### config.mk
export PLATFORM = sky130hd
export DESIGN_NAME = supply_reset_stretcher
export DESIGN_NICKNAME = d
export VERILOG_FILES = /design/src/rtl/rst_stretch_pkg.sv /design/src/rtl/cause_sync.sv /design/src/rtl/hold_timer.sv /design/src/rtl/reset_pair.sv /design/src/rtl/supply_reset_stretcher.sv
export SDC_FILE = /design/constraint.sdc
export NUM_CORES = 1
export LEC_CHECK = 0
export BUFFER_PORTS_ARGS = -buffer_cell sky130_fd_sc_hd__buf_2
export CORE_MARGIN = 1.5
export CORE_UTILIZATION = 41
export DETAILED_ROUTE_END_ITERATION = 16
export PLACE_DENSITY = 0.64
export SYNTH_ARGS = -nofsm -noshare
export SYNTH_HDL_FRONTEND = slang
export SYNTH_SLANG_ARGS = --single-unit
### constraint.sdc
create_clock -name clk -period 3.35 [get_ports clk]
set_clock_uncertainty 0.05 [all_clocks]
set_input_delay 0.335 -clock clk [delete_from_list [all_inputs] [get_ports clk]]
set_output_delay 0.335 -clock clk [all_outputs]
set_load 0.02 [all_outputs]
### src/rtl/rst_stretch_pkg.sv
package rst_stretch_pkg;
  typedef enum int unsigned {
    SRC_SUPPLY = 0,
    SRC_MANUAL = 1
  } cause_src_e;

  localparam int unsigned NUM_SRC = 2;

  // Idle (no-cause) level for each raw input, indexed by cause_src_e
  localparam logic [NUM_SRC-1:0] SRC_IDLE = 2'b10;
endpackage

### src/rtl/cause_sync.sv
module cause_sync #(
  parameter int unsigned WIDTH = 2,
  parameter int unsigned STAGES = 2,
  parameter logic [WIDTH-1:0] IDLE = '0
) (
  input  logic             clk,
  input  logic             por_n,
  input  logic [WIDTH-1:0] async_i,
  output logic [WIDTH-1:0] sync_o
);
  logic [STAGES-1:0] chain_q [WIDTH];

  for (genvar b = 0; b < WIDTH; b++) begin : g_bit
    always_ff @(posedge clk or negedge por_n) begin
      if (!por_n) chain_q[b] <= {STAGES{IDLE[b]}};
      else        chain_q[b] <= {chain_q[b][STAGES-2:0], async_i[b]};
    end
    assign sync_o[b] = chain_q[b][STAGES-1];
  end
endmodule

### src/rtl/hold_timer.sv
module hold_timer #(
  parameter int unsigned HOLD_CYCLES = 20_000_000,
  localparam int unsigned CW = $clog2(HOLD_CYCLES + 1)
) (
  input  logic clk,
  input  logic por_n,
  input  logic cause_i,
  output logic active_next_o
);
  localparam logic [CW-1:0] LIMIT = CW'(HOLD_CYCLES);

  logic [CW-1:0] cnt_q, cnt_d;

  always_comb begin
    if (cause_i)             cnt_d = '0;
    else if (cnt_q != LIMIT) cnt_d = cnt_q + 1'b1;
    else                     cnt_d = cnt_q;
  end

  always_ff @(posedge clk or negedge por_n) begin
    if (!por_n) cnt_q <= '0;
    else        cnt_q <= cnt_d;
  end

  assign active_next_o = (cnt_d != LIMIT);

  // a synchronised cause forces the count back to zero
  p_restart_r5: assert property (@(posedge clk) disable iff (!por_n)
    cause_i |=> (cnt_q == '0));

  // with no cause, the count advances by exactly one until the limit
  p_step_r4: assert property (@(posedge clk) disable iff (!por_n)
    (!cause_i && cnt_q != LIMIT) |=> (cnt_q == $past(cnt_q) + 1'b1));

  // the count saturates at the limit while idle
  p_no_wrap_r9: assert property (@(posedge clk) disable iff (!por_n)
    (!cause_i && cnt_q == LIMIT) |=> (cnt_q == LIMIT));
endmodule

### src/rtl/reset_pair.sv
module reset_pair (
  input  logic clk,
  input  logic por_n,
  input  logic active_next_i,
  output logic rst_n_o,
  output logic rst_o
);
  logic low_q, high_q;

  always_ff @(posedge clk or negedge por_n) begin
    if (!por_n) begin
      low_q  <= 1'b0;
      high_q <= 1'b1;
    end else begin
      low_q  <= ~active_next_i;
      high_q <= active_next_i;
    end
  end

  assign rst_n_o = low_q;
  assign rst_o   = high_q;

  // the two separately registered polarities never disagree
  p_complement_r8: assert property (@(posedge clk) disable iff (!por_n)
    rst_o == ~rst_n_o);
endmodule

### src/rtl/supply_reset_stretcher.sv
module supply_reset_stretcher
  import rst_stretch_pkg::*;
#(
  parameter int unsigned HOLD_CYCLES = 20_000_000,
  parameter int unsigned SYNC_STAGES = 2
) (
  input  logic clk,
  input  logic por_n,
  input  logic supply_low_i,
  input  logic manual_req_n_i,
  output logic rst_n_o,
  output logic rst_o
);
  logic [NUM_SRC-1:0] raw, synced;
  logic cause_s, active_next;

  assign raw[SRC_SUPPLY] = supply_low_i;
  assign raw[SRC_MANUAL] = manual_req_n_i;

  cause_sync #(.WIDTH(NUM_SRC), .STAGES(SYNC_STAGES), .IDLE(SRC_IDLE)) u_sync (
    .clk(clk), .por_n(por_n), .async_i(raw), .sync_o(synced)
  );

  // manual request is active low, supply flag active high
  assign cause_s = synced[SRC_SUPPLY] | ~synced[SRC_MANUAL];

  hold_timer #(.HOLD_CYCLES(HOLD_CYCLES)) u_timer (
    .clk(clk), .por_n(por_n), .cause_i(cause_s), .active_next_o(active_next)
  );

  reset_pair u_pair (
    .clk(clk), .por_n(por_n), .active_next_i(active_next),
    .rst_n_o(rst_n_o), .rst_o(rst_o)
  );

  // a synchronised cause always yields an asserted reset next cycle
  p_cause_asserts_r2: assert property (@(posedge clk) disable iff (!por_n)
    cause_s |=> rst_o);

  // release only happens when no cause was present the cycle before
  p_release_clean_r4: assert property (@(posedge clk) disable iff (!por_n)
    $fell(rst_o) |-> !$past(cause_s));

  // reset never drops while the synchronised supply flag is high
  p_hold_supply_r3: assert property (@(posedge clk) disable iff (!por_n)
    (synced[SRC_SUPPLY] && $past(synced[SRC_SUPPLY])) |-> rst_o);
endmodule

== Yosys cells after proc, flatten, opt, wreduce, memory -nomap -nowiden ==
Cells that the tools add are included.

* Add/subtract/negate cells: 1
* Equality and inequality tests: 2
* Mux-type cells: 2
* Bitwise gates (word level): 3

{| class="wikitable"
|+ Operator list
! kind !! count
|-
| two-way mux 25 bit || 2
|-
| != test 25 bit (second input constant) || 2
|-
| adder 25 x 1 -> 25 bit (second input constant) || 1
|-
| inverter 1 bit || 2
|-
| bitwise OR 1 bit || 1
|}

* Bits in registers: 31
* Output and inout bits: 2

== Logic depth before layout (Yosys ltp) ==
* Word-level depth: 5
* Mapped depth: 8

== By module ==
Synthesis repeated with hierarchy kept, for this count alone.

* Cell total of the unflattened synthesis: 192
* Area total of the unflattened synthesis: 1850.5 um^2

{| class="wikitable"
|+ By module, submodules not included
! module !! times used !! cells each !! area each (um^2) !! sequential area each (um^2)
|-
| hold_timer || 1 || 182 || 1671.6 || 625.6
|-
| cause_sync || 1 || 6 || 117.6 || 102.6
|-
| reset_pair || 1 || 3 || 55.1 || 51.3
|-
| supply_reset_stretcher || 1 || 1 || 6.3 || 0.0
|}

== Least setup slack after synthesis ==
No wires, ideal clock.

* Path kind: register to register
* Start: register u_timer.cnt_q[0]
* End: register u_pair.low_q, in the netlist u_pair.rst_n_o
* Setup time: 0.100 ns
* Arrival time: 2.236 ns
* Data required time: 3.200 ns
* Path slack: 0.964 ns
* Cell stages (with the launch flop): 8
* Path buffers: 0
* Cells stage by stage: dfrtp_1 > ha_1 > nand3_2 > or2_1 > nor2_1 > a31oi_1 > or4b_1 > nor4bb_1

* Longest elaborated chain between the ends: 5
* Elaborated cells on any way between the ends: 6
* Classes of those cells: add/sub: 1; eq/ne: 2; mux: 2; bitwise: 1

{| class="wikitable"
|+ Ends and longest elaborated chain
! what !! RTL line !! source
|-
| start: declaration || hold_timer.sv:12 || <nowiki>logic [CW-1:0] cnt_q, cnt_d;</nowiki>
|-
| start signal: assignment || hold_timer.sv:22 || <nowiki>else cnt_q <= cnt_d;</nowiki>
|-
| adder 25 x 1 -> 25 bit / != test 25 bit (equally long branches) || hold_timer.sv:16 || <nowiki>else if (cnt_q != LIMIT) cnt_d = cnt_q + 1'b1;</nowiki>
|-
| two-way mux 25 bit * || hold_timer.sv:16 ||
|-
| two-way mux 25 bit * || hold_timer.sv:15 || <nowiki>if (cause_i) cnt_d = '0;</nowiki>
|-
| != test 25 bit * || hold_timer.sv:25 || <nowiki>assign active_next_o = (cnt_d != LIMIT);</nowiki>
|-
| inverter 1 bit * || reset_pair.sv:15 || <nowiki>low_q <= ~active_next_i;</nowiki>
|-
| end signal: assignment || reset_pair.sv:15 ||
|-
| end: declaration || reset_pair.sv:8 || <nowiki>logic low_q, high_q;</nowiki>
|}

Mark *: on every way between the ends. The rest lies on a longest branch, timed or not.

== Final worst setup path ==
Ends and elaborated chain as after synthesis.

==> qor.yml <==
setup_path:
  path_cells: "ha_1 -> nand3_2 -> or2_1 -> nor2_1 -> a31oi_1 -> or4b_1 -> nor4bb_1"
  cpMaxStageDelayCell: "or4b_1"
  crit_buf_inv: 0
  crit_arrival_ns: 2.86
  end_kind: "flip-flop"
  required_ns: 3.49
  path_max_fanout: 9
  start_kind: "flip-flop"
  critical_path.top_delay_family: "simple AND/OR/NAND/NOR gates"
  crit_type: "flip-flop to flip-flop"
  crit_path_max_incr_delay_ns: 0.49
floorplan:
  initial_core_util: 0.423
  die_area_um2: 4870
  dieWidth_um: 69.8
  core_area_um2: 4320
  die-height_um: 69.8
  num_rows: 24
  io_pins: 6
power:
  power.density_nw_per_um2: 356
  cell_internal_pwr_uw: 534
  pwr-share-clk: 0.406
  power_frac_comb: 0.038
  p_sw_frac: 0.224
  sequentialPowerShare: 0.556
  vdd_drop_max_uv: 230
  power.switching_uw: 154
  p_leak_uw: 0.000753
drt:
  totalWireLength_um: 4040
  num_vias: 1472
  drc: 0
  ant_nets: 0
  dr.pass1.iters: 4
  drt_iter0_drc: 157
  vias_per_cell: 5.91
  avgRoutedWirePerCell_um: 16.2
placement:
  portBuffers: 5
  gp_congestion: 0.857
  hpwlAfterDp_um: 2820
yosys:
  async_flop_share: 1.00
  syn_avg_cell_area_um2: 9.57
  synth_mux_area_frac: 0.0164
  netlist_area_um2: 1830
  yosysTopAreaCellShare: 0.383
  synth_cells: 191
  synthXorXnorAreaFrac: 0.0767
  synth_edf_count: 0
  yosys-top-cells-area: "dfrtp_1, nor2_1, dfstp_2"
  ys.flop_type: "dfrtp_1"
  synth_compound_area_frac: 0.0992
  syn_nets: 197
  synth_top_family_by_area: "simple AND/OR/NAND/NOR gates"
  synth_adder_area_share: 0.0137
  yosys_warnings: 0
  yosysUniqueCellTypes: 54
  yosys.area_share.simple: 0.312
  ys_ff_latch: 31
  synth_top_area_cell: "dfrtp_1"
  ys_seq_area_frac: 0.426
cts:
  cts_root_buf: "clkbuf_8"
  cts_resized: 0
  numCtsBuffers: 5
  cts_num_sinks: 31
  path_clk_slew_ns: 0.06
  insertion_delay_ns: 0.29
  hold_buffers: 0
  cts_tree: "yes"
  cts.htree.levels: 2
  post-cts-setup-buffers: 0
  cts_buffer_depth: 2
timing:
  hold_ws_ns: 0.0485
  period_minus_slack_ns: 2.73
  slew_violations: 0
  rsz0062_at_grt: "no"
  period_share: 0.814
  setup_viol: 0
  hold_viol: 0
  max_freq_mhz: 367
  worst_slew_pin_slew_ns: 0.716
  fin_tns_setup_ns: 0
  slew_headroom: 0.523
global_routing:
  grt_overflow: 0
  grt_pass1_wl_um: 7000
  grt_max_degree: 32
  grt_pass1_vias: 1495
  grt_antenna_before_repair: 0
  grt_use_total: 0.183
job:
  cap_violations: 0
layout:
  drive_above_1_share: 0.127
  final_net_count: 202
  syn2layout_area_growth_pct: 5.82
  antenna_cells: 0
  fin_util: 0.447
run_status:
  status: "finished, final reports clean"
min_path:
  worstHoldPathType: "primary input to asynchronous set/reset pin"
==> state kept, by name, indices dropped and copies added (netlist names) <==
register / count
u_timer.cnt_q: 25
u_sync.chain_q: 2
u_sync.sync_o: 2
u_pair.rst_o: 1
u_pair.rst_n_o: 1
==> power by group through the flow <==
stage / logic [uW] / clock network (uW) / registers, uW
3_3_place_gp: 26.2 / 0 / 389
4_1_cts: 27.0 / 291 / 382
5_1_grt: 30.2 / 313 / 382
3_5_place_dp: 26.7 / 0 / 389
2_1_floorplan: 14.0 / 0 / 388
6_report: 26.1 / 280 / 382
==> through the flow <==
| stage | power (uW) | cells | cell area (um2) | setup slack [ns] |
|---|---|---|---|---|
| CTS | 700 | 249 | 1930 | 0.630 |
| finish | 688 | 249 | 1930 | 0.622 |
| global route | 726 | 249 | 1930 | 0.445 |
| detailed placement | 416 | 241 | 1850 | 0.644 |
| global placement | 415 | 241 | 1850 | 0.753 |
| floorplan | 402 | 191 | 1830 | 0.964 |
==> cells in the final DEF (no fill, tap or decap), types with 6 or more instances in the layout <==
cell type	n
xnor2_1	7
nor2_1	28
dfrtp_1	28
nand2_1	12
xor2_1	9
nand4_1	6
nand3_1	9
inv_1	8
nor4_1	6
==> path summary, 6_finish.rpt <==
kind / startpoint / to / slack [ns] / cells past startpoint
setup reg to reg: u_timer.cnt_q[0]$_DFF_PN0_ / u_pair.rst_n_o$_DFF_PN0_ / 0.62 / 7
max in group asynchronous: por_n / u_timer.cnt_q[0]$_DFF_PN0_ / 2.74 / 1
min in group clk: manual_req_n_i / u_sync.chain_q[0]$_DFF_PN1_ / 0.10 / 1
hold / removal: por_n / u_timer.cnt_q[13]$_DFF_PN0_ / 0.05 / 1
setup / recovery: u_timer.cnt_q[0]$_DFF_PN0_ / u_pair.rst_n_o$_DFF_PN0_ / 0.62 / 7
hold reg to reg: u_sync.chain_q[2]$_DFF_PN0_ / u_sync.sync_o[0]$_DFF_PN0_ / 0.30 / 0
==> cell type report <==
| cell class | count | area (um2) |
|---|---|---|
| fillers | 428 | 2390 |
| multi-input cells | 144 | 947 |
| flip-flops and latches | 31 | 779 |
| clock buffers | 8 | 80.1 |
| well taps | 52 | 65.1 |
| repair buffers | 6 | 32.5 |
| inverters | 8 | 30.0 |
==> layer usage <==
layer  GRT usage  vias up  wire [um]
li1            -      703          -
met5           0        -          0
met4      0.0620        0         61
met1       0.249      721       1890
met3      0.0625        7        251
met2       0.275       41       1830
==> worst register-to-register path, cell delays in order (launching register included) <==
cell and delay [ns]:
dfrtp_1 0.47, ha_1 0.33, nand3_2 0.21, or2_1 0.35, nor2_1 0.31, a31oi_1 0.13
or4b_1 0.49, nor4bb_1 0.29
==> cells in the mapped netlist, types with 2 or more instances <==
| library cell | count |
|---|---|
| o31ai_1 | 2 |
| nor4b_1 | 3 |
| nand2_1 | 12 |
| nand3_1 | 9 |
| a21oi_1 | 5 |
| nand3_2 | 2 |
| nor4_1 | 6 |
| nor4bb_1 | 2 |
| xnor2_1 | 7 |
| and2_1 | 2 |
| nand2b_1 | 2 |
| o21ai_0 | 3 |
| o211a_1 | 2 |
| clkbuf_1 | 2 |
| and3_1 | 2 |
| ha_1 | 2 |
| nor2_1 | 28 |
| nand4_1 | 6 |
| xor2_1 | 9 |
| or4_1 | 3 |
| a31oi_1 | 3 |
| nor3_1 | 5 |
| inv_1 | 8 |
| dfrtp_1 | 28 |
| dfstp_2 | 3 |
| buf_6 | 5 |
| mux2i_1 | 3 |
==> cell families (layout without fill, tap and decap cells) <==
kind of cell,count (synthesis),in the layout
and+or+nand+nor,98,98
DFF,31,31
AOI/OAI and AO/OA,25,25
xor gates and xnor gates,16,16
buffers and inverters,16,22
muxes,3,3
adders and majority gates,2,2
(Power assumes the default switching activity.)
